### src/rtl/adc_scan_pkg.sv
package adc_scan_pkg;

  localparam int RANGE_W = 6;
  localparam int DIFF_BIT = 5;

  localparam logic [1:0] ADDR_TRIG  = 2'd0;
  localparam logic [1:0] ADDR_RANGE = 2'd1;
  localparam logic [1:0] ADDR_MUX   = 2'd2;
  localparam logic [1:0] ADDR_CTRL  = 2'd3;

  localparam int CB_SW     = 0;
  localparam int CB_PACER  = 1;
  localparam int CB_EXT    = 2;
  localparam int CB_GATE   = 3;
  localparam int CB_CLKSEL = 6;

  typedef struct packed {
    logic muxWr;
    logic rangeWr;
    logic startConv;
    logic doneAccept;
  } seq_strobe_t;

endpackage

### src/rtl/adc_scan_ctrl.sv
module adc_scan_ctrl
  import adc_scan_pkg::*;
#(
  parameter int DATA_W = 16
) (
  input  logic              clk,
  input  logic              rstN,
  input  logic              busWrEn,
  input  logic [1:0]        busAddr,
  input  logic [DATA_W-1:0] busWrData,
  input  logic              pacerTick,
  input  logic              extTrig,
  input  logic              extGate,
  input  logic              convDone,
  output seq_strobe_t       strobes,
  output logic              convStart,
  output logic              busy,
  output logic              pacerExtClk
);

  logic swEn, pacerEn, extEn, gateEn;
  logic extPrev;
  logic swTrig, pacerTrig, extTrigHit, anyTrig;
  logic ctrlWr;
  logic unusedCtrlBits;

  assign unusedCtrlBits = ^{busWrData[DATA_W-1:CB_CLKSEL+1], busWrData[CB_CLKSEL-1:CB_GATE+1]};

  assign ctrlWr     = busWrEn && (busAddr == ADDR_CTRL);
  assign swTrig     = busWrEn && (busAddr == ADDR_TRIG) && swEn;
  assign pacerTrig  = pacerTick && pacerEn && (!gateEn || extGate);
  assign extTrigHit = extEn && extTrig && !extPrev;
  assign anyTrig    = swTrig || pacerTrig || extTrigHit;

  always_comb begin
    strobes.muxWr      = busWrEn && (busAddr == ADDR_MUX);
    strobes.rangeWr    = busWrEn && (busAddr == ADDR_RANGE);
    strobes.startConv  = anyTrig && !busy;
    strobes.doneAccept = convDone && busy;
  end

  always_ff @(posedge clk) begin
    if (!rstN) begin
      swEn        <= 1'b0;
      pacerEn     <= 1'b0;
      extEn       <= 1'b0;
      gateEn      <= 1'b0;
      pacerExtClk <= 1'b0;
    end else if (ctrlWr) begin
      swEn        <= busWrData[CB_SW];
      pacerEn     <= busWrData[CB_PACER];
      extEn       <= busWrData[CB_EXT];
      gateEn      <= busWrData[CB_GATE];
      pacerExtClk <= busWrData[CB_CLKSEL];
    end
  end

  always_ff @(posedge clk) begin
    if (!rstN) begin
      busy      <= 1'b0;
      convStart <= 1'b0;
      extPrev   <= 1'b0;
    end else begin
      extPrev   <= extTrig;
      convStart <= strobes.startConv;
      if (strobes.startConv)
        busy <= 1'b1;
      else if (strobes.doneAccept)
        busy <= 1'b0;
    end
  end

endmodule

### src/rtl/adc_scan_datapath.sv
module adc_scan_datapath
  import adc_scan_pkg::*;
#(
  parameter int NUM_CH = 16,
  parameter int RES_W  = 12,
  parameter int DATA_W = 16,
  localparam int CH_W  = $clog2(NUM_CH),
  localparam int TAG_W = DATA_W - RES_W
) (
  input  logic               clk,
  input  logic               rstN,
  input  logic [DATA_W-1:0]  busWrData,
  input  seq_strobe_t        strobes,
  input  logic [RES_W-1:0]   convData,
  output logic [CH_W-1:0]    convChan,
  output logic [RANGE_W-1:0] convRange,
  output logic               sampleValid,
  output logic [DATA_W-1:0]  sampleData
);

  logic [CH_W-1:0]    firstCh, lastCh, curCh, latchCh;
  logic [RANGE_W-1:0] rangeTab [NUM_CH];
  logic [RANGE_W-1:0] rangeWrVal;
  logic [CH_W-1:0]    plusOne, plusTwo, nextCh;
  logic               isDiff, atEnd;
  logic [TAG_W-1:0]   tagVal;
  logic               unusedDpBits;

  assign unusedDpBits = ^{busWrData[DATA_W-1:8+CH_W], busWrData[7:RANGE_W]};

  function automatic logic [CH_W-1:0] chAdd(input logic [CH_W-1:0] c, input int step);
    int s;
    s = int'(c) + step;
    if (s >= NUM_CH) s = s - NUM_CH;
    return CH_W'(s);
  endfunction

  // odd channels cannot be differential: strip the flag
  always_comb begin
    rangeWrVal = busWrData[RANGE_W-1:0];
    if (firstCh[0]) rangeWrVal[DIFF_BIT] = 1'b0;
  end

  always_ff @(posedge clk) begin
    if (!rstN) begin
      for (int i = 0; i < NUM_CH; i++) rangeTab[i] <= '0;
    end else if (strobes.rangeWr) begin
      for (int i = 0; i < NUM_CH; i++)
        if (firstCh == CH_W'(i)) rangeTab[i] <= rangeWrVal;
    end
  end

  assign convRange = rangeTab[curCh];
  assign convChan  = curCh;

  assign isDiff  = convRange[DIFF_BIT];
  assign plusOne = chAdd(curCh, 1);
  assign plusTwo = chAdd(curCh, 2);
  assign atEnd   = (curCh == lastCh) || (isDiff && (plusOne == lastCh));
  assign nextCh  = atEnd ? firstCh : (isDiff ? plusTwo : plusOne);

  always_ff @(posedge clk) begin
    if (!rstN) begin
      firstCh <= '0;
      lastCh  <= '0;
      curCh   <= '0;
      latchCh <= '0;
    end else begin
      if (strobes.startConv) latchCh <= curCh;
      if (strobes.muxWr) begin
        firstCh <= busWrData[CH_W-1:0];
        lastCh  <= busWrData[8+CH_W-1:8];
        curCh   <= busWrData[CH_W-1:0];
      end else if (strobes.doneAccept) begin
        curCh <= nextCh;
      end
    end
  end

  generate
    if (CH_W < TAG_W) begin : g_tagPad
      assign tagVal = {{(TAG_W-CH_W){1'b0}}, latchCh};
    end else begin : g_tagFull
      assign tagVal = latchCh[TAG_W-1:0];
    end
  endgenerate

  always_ff @(posedge clk) begin
    if (!rstN) begin
      sampleValid <= 1'b0;
      sampleData  <= '0;
    end else begin
      sampleValid <= strobes.doneAccept;
      if (strobes.doneAccept) sampleData <= {tagVal, convData};
    end
  end

endmodule

### src/rtl/adc_scan_seq.sv
module adc_scan_seq
  import adc_scan_pkg::*;
#(
  parameter int NUM_CH = 16,
  parameter int RES_W  = 12,
  parameter int DATA_W = 16,
  localparam int CH_W  = $clog2(NUM_CH)
) (
  input  logic               clk,
  input  logic               rstN,
  input  logic               busWrEn,
  input  logic [1:0]         busAddr,
  input  logic [DATA_W-1:0]  busWrData,
  input  logic               pacerTick,
  input  logic               extTrig,
  input  logic               extGate,
  input  logic               convDone,
  input  logic [RES_W-1:0]   convData,
  output logic               convStart,
  output logic [CH_W-1:0]    convChan,
  output logic [RANGE_W-1:0] convRange,
  output logic               pacerExtClk,
  output logic               sampleValid,
  output logic [DATA_W-1:0]  sampleData
);

  seq_strobe_t strobes;
  logic        busy;

  adc_scan_ctrl #(.DATA_W(DATA_W)) u_ctrl (
    .clk(clk), .rstN(rstN), .busWrEn(busWrEn), .busAddr(busAddr),
    .busWrData(busWrData), .pacerTick(pacerTick), .extTrig(extTrig),
    .extGate(extGate), .convDone(convDone), .strobes(strobes),
    .convStart(convStart), .busy(busy), .pacerExtClk(pacerExtClk)
  );

  adc_scan_datapath #(.NUM_CH(NUM_CH), .RES_W(RES_W), .DATA_W(DATA_W)) u_dp (
    .clk(clk), .rstN(rstN), .busWrData(busWrData), .strobes(strobes),
    .convData(convData), .convChan(convChan), .convRange(convRange),
    .sampleValid(sampleValid), .sampleData(sampleData)
  );

endmodule

### config.mk
export PLATFORM = sky130hd
export DESIGN_NAME = adc_scan_seq
export DESIGN_NICKNAME = d
export VERILOG_FILES = /design/src/rtl/adc_scan_pkg.sv /design/src/rtl/adc_scan_ctrl.sv /design/src/rtl/adc_scan_datapath.sv /design/src/rtl/adc_scan_seq.sv
export SDC_FILE = /design/constraint.sdc
export NUM_CORES = 1
export LEC_CHECK = 0
export CORE_MARGIN = 1
export CORE_UTILIZATION = 35
export CTS_CLUSTER_DIAMETER = 40
export DETAILED_ROUTE_END_ITERATION = 10
export SETUP_SLACK_MARGIN = 0.3
export SYNTH_ARGS = -nofsm -noshare
export SYNTH_HDL_FRONTEND = slang
export SYNTH_SLANG_ARGS = --single-unit
export TNS_END_PERCENT = 20
### constraint.sdc
create_clock -name clk -period 4.6 [get_ports clk]
set_clock_uncertainty 0.15 [all_clocks]
set_input_delay 0.92 -clock clk [delete_from_list [all_inputs] [get_ports clk]]
set_output_delay 0.92 -clock clk [all_outputs]
set_load 0.005 [all_outputs]
### Word level (Yosys, flattened, before mapping)

Memories as Yosys holds them, arrays and structs flattened. A register that Yosys moved wholly into a read port is not among the register bits.
Index checks and enable logic that the tools add are counted.

* bits of input ports: 37
* flip-flop bits (word level): 41
* bits in writable memories: 96
* memories: 1
* word-level logic and storage cells: 172

* reduce and logical (&&, ||, !) cells: 23
* bitwise logic cells: 16
* eq/ne operators: 20
* magnitude comparators: 2
* muxes and demuxes: 92
* $add $sub $neg: 4

Memories
* u_dp.rangeTab: words 16, bits a word 6, read ports 1, clocked after Yosys merged registers in 1, write ports 16, RTL line adc_scan_datapath.sv:22 `logic [RANGE_W-1:0] rangeTab [NUM_CH];`

Operators with widths (number)
* $mux W6: 16
* $mux W1: 68
* $eq A4 B4 Y1 const B: 8
* $mux W4: 8
* $eq A4 B3 Y1 const B: 4
* $or A1 B1 Y1: 16
* $logic_and A1 B1 Y1: 12
* $ge A5 B5 Y1 const B: 2
* $eq A4 B2 Y1 const B: 2
* $eq A4 B4 Y1: 2
* $sub A4 B1 Y4 const B: 2
* $add A4 B1 Y5 const B: 1
* $add A4 B2 Y5 const B: 1
* $eq A2 B2 Y1 const B: 2
* $eq A4 B1 Y1 const B: 1
* $logic_not A4 Y1: 1
* $logic_or A1 B1 Y1: 4
* $reduce_bool A2 Y1: 2
* $logic_not A1 Y1: 3
* $eq A2 B1 Y1 const B: 1
* $logic_not A2 Y1: 1

### Longest topological paths before layout

* depth in word-level cells: 11
* gate-level depth with buffers: 7
* mapped depth without buffers: 6

### Modules after synthesis

From an unflattened synthesis, not the netlist that was laid out.

* cells, all modules: 437
* area total of the unflattened synthesis: 6049.6 um^2

By module, submodules not included
* adc_scan_datapath: cells each 403, seq. area each 3623.5 um^2, times used 1, area an instance 5713.0 um^2
* adc_scan_ctrl: cells each 34, seq. area each 160.2 um^2, times used 1, area an instance 336.6 um^2

### Worst setup path before layout

Ideal clock, no wire load.

* path kind: reg-to-output
* start: register with a tool-made name
* end: output port convRange[0]
* required time: 3530 ps
* slack: 1770 ps
* arrival: 1760 ps
* cell stages (with the launch flop): 5
* buffers on the path: 2
* path through: dfxtp_1 > buf_2 > buf_2 > mux4_2 > mux4_2

RTL lines
* to (decl): RTL line adc_scan_seq.sv:21 `output logic [RANGE_W-1:0] convRange,`

==> flow_summary.ini <==
[cells_and_area]
antenna_cells_inserted = 0
postLayoutCoreUtil_pct = 44.5
count_of_fill_cells_added_during_filler_insertion = 1524
fin_cells = 767
area_delta_synth_final_pct = 22.7
finish.net_count = 573
fin_area_mm2 = 0.00742
drive_above_1_share_pct = 13.9

[pwr]
vdd_ir_drop_max_mv = 0.292
p_leak_nw = 2.68
p_per_area_mw_per_mm2 = 401

[yosys]
yosysTopAreaCell = edfxtp_1
dominantRegCellSynth = edfxtp_1
synth-edff-count = 96
synth-seq-cells = 141
synthMostInstantiatedCell = edfxtp_1
synth_seq_area_share_pct = 62.5
synth.area.top_cells = edfxtp_1, dfxtp_1, mux4_2
avgSynthCellArea_um2 = 12.7
synthArstFlopShare_pct = 0
netlist-cell-type-count = 50
post_synth_instance_area_mm2 = 0.00605
postSynthCellCount = 477
yosysWarnings = 0
synth_commonest_cells = edfxtp_1, nand2_1, nor2_1, dfxtp_1, mux4_2
synthDominantCellAreaShare_pct = 47.7

[critical_path]
cp-end-kind = primary output
critical_path_peak_fanout = 24
crit_type = register to primary output
worstPathRequired_ns = 3.53
critPathLaunchType = register
r2r_slack_ns = 2.06
timing.critical_path.cells = buf_4 -> mux4_2 -> mux4_2 -> clkdlybuf4s50_1
worst_ep_arrival_time_ns = 2.73
worst_path_most_repeated_cell = mux4_2
slowest_stage = mux4_2
timing.critical_path.slowest_cell_delay_ns = 0.63
timing.reg2reg.worst_path_depth = 6

[drt]
antenna_left = 0
drtPass1Iterations = 5
routedWlPerCell_um = 17.7
route.final.wire_length_mm = 13.6
routed-via-count = 3860
route.detailed.vias_per_inst = 5.03
remaining_drc_errors = 0
drt_iter0_markers = 302

[placement]
port_buffers = 60
place_inst = 735
gp_routability_congestion = 0.793
dpl-instance-area_mm2 = 0.00685
dp_hpwl_mm = 9.57

[clocking]
cts_num_sinks = 141
cts_buffers = 17
post_cts.repair.setup_buffers = 0
worstSkewPairLatency_ns = 0.42
tritoncts = yes
ctsResizeCount = 0
clockBufferDepth = 2
cts.root.buffer_cell = clkbuf_16
cts_hold_buffers = 0
path_clk_slew_ns = 0.06
htree_num_levels = 4

[grt]
grt-ovfl-total = 0
grt_first_pass_wirelength_mm = 21.6
grt_start_max_net_pins = 28
globalRouteTotalUtil_pct = 16.4
via_count_of_the_first_global_routing_pass = 3973
grt_antenna_before_repair = 0

[min_path]
hp-class = register to register
min_to = u_dp.sampleData[0]
min_delay_path_depth = 2
worst_hold_startpoint = u_dp.sampleData[0]

[floorplan]
die_w_um = 133
pin_count = 66
die_height_um = 133
std_cell_rows = 47
design.core.area_mm2 = 0.0167
die-area_mm2 = 0.0178
floorplan.initialDensity_pct = 36.2

[timing]
layout_min_cycle_time_ns = 3.80
setup_total_negative_slack_ns = 0
worst_slew_margin_rel_pct = 25.5
final-hold-violation-count = 0
period_share_pct = 82.6
hold_slack_ns = 0.307
worst_margin_pin_slew_ns = 1.11
number_of_max_slew_violations_in_the_final_report = 0
timing.final.setup_violations = 0
rsz_0062_raised_after_global_routing = false
fmax_ghz = 0.263

[run]
drv.max_cap_violation_count = 0

[run_status]
status = complete, no violations
[placed cells by master, fill, tap and decap left out, types with 2 or more instances in the layout]
| master | n |
|---|---|
| inv_1 | 10 |
| clkinv_4 | 3 |
| xnor3_1 | 2 |
| nor2b_1 | 3 |
| nand2_1 | 77 |
| ha_1 | 2 |
| o31ai_1 | 2 |
| dfxtp_1 | 45 |
| a21oi_1 | 26 |
| xor2_1 | 7 |
| and3_1 | 3 |
| mux2i_1 | 16 |
| inv_8 | 2 |
| conb_1 | 5 |
| o21ai_0 | 4 |
| nor2_1 | 75 |
| edfxtp_1 | 96 |
| mux2_2 | 2 |
| clkdlybuf4s50_1 | 60 |
| nand3_1 | 9 |
| clkinv_2 | 2 |
| o31a_1 | 3 |
| and3b_1 | 2 |
| buf_4 | 6 |
| and2_1 | 5 |
| inv_6 | 7 |
| a21boi_0 | 3 |
| clkbuf_16 | 17 |
| a31o_2 | 2 |
| mux4_2 | 27 |
| nand3b_1 | 2 |
[worst max path at each step]
stage	start	to	slack (ns)	cells past startpoint
after floorplan	register	convRange[0]	1.77	4
after global placement	busWrEn	u_dp.rangeTab[8][3]	1.19	5
after detailed placement	busWrEn	u_dp.rangeTab[8][1]	1.16	5
after CTS	register	convRange[0]	0.74	4
after global routing	register	convRange[3]	0.66	4
final	register	convRange[0]	0.80	4
[per-layer routing]
| metal | global-route usage, % | vias to the layer above | part of all wire (%) | wire (um) |
|---|---|---|---|---|
| li1 | - | 1821 | - | - |
| met1 | 21.1 | 1918 | 44 | 5970 |
| met2 | 26.4 | 112 | 49 | 6630 |
| met3 | 5.21 | 9 | 6.4 | 871 |
| met4 | 4.92 | 0 | 0.82 | 111 |
| met5 | 0 | - | 0 | 0 |
[registers in the layout, indices dropped and copies added (netlist names), named ones only]
signal and cells:
u_ctrl.busy 1, u_ctrl.convStart 1, u_ctrl.extEn 1, u_ctrl.extPrev 1, u_ctrl.gateEn 1, u_ctrl.pacerEn 1, u_ctrl.pacerExtClk 1, u_ctrl.swEn 1
u_dp.convChan 4, u_dp.firstCh 4, u_dp.lastCh 4, u_dp.latchCh 4, u_dp.rangeTab 96, u_dp.sampleData 16, u_dp.sampleValid 1
[cell families (layout without fill, tap and decap cells)]
family / count (synthesis) / after routing / synth area share [%]
buffers and inverters: 43 / 109 / 2.94
flip-flops: 141 / 141 / 62.5
other: 1 / 5 / 0.0620
XOR/XNOR: 10 / 10 / 1.90
AND/OR/NAND/NOR: 183 / 183 / 12.9
adder cells (fa/ha/maj): 2 / 2 / 0.414
multiplexers: 45 / 45 / 13.1
AO/OA/AOI/OAI: 52 / 52 / 6.16
[layout make-up]
type	count	area [um2]	share of cell area, %
flip-flops and latches	141	3780	51.0
multi-input cells	297	2100	28.3
repair buffers	66	646	8.70
clock buffers	17	425	5.73
well taps	220	275	3.71
clock inverters	15	150	2.02
inverters	11	41.3	0.556
[power by group]
| part | internal [mW] | leakage [nW] | switching [mW] |
|---|---|---|---|
| logic | 0.102 | 1.05 | 0.108 |
| registers | 1.41 | 1.33 | 0.0245 |
| clock network | 0.763 | 0.288 | 0.573 |
| total | 2.28 | 2.68 | 0.705 |
[critical path, delay by kind of cell, from the launching register on]
kind | cells | cell delay (ns)
multiplexers | 2 | 1.11
buffers and inverters | 2 | 0.89
flip-flops | 1 | 0.31
[through the flow]
stage | total power, mW | worst slack [ns]
3_3_place_gp | 1.67 | 1.19
5_1_grt | 3.08 | 0.656
3_5_place_dp | 1.67 | 1.16
6_report | 2.98 | 0.799
2_1_floorplan | 1.58 | 1.77
4_1_cts | 3.00 | 0.738
Note: power is estimated with default switching activity, not from simulation.
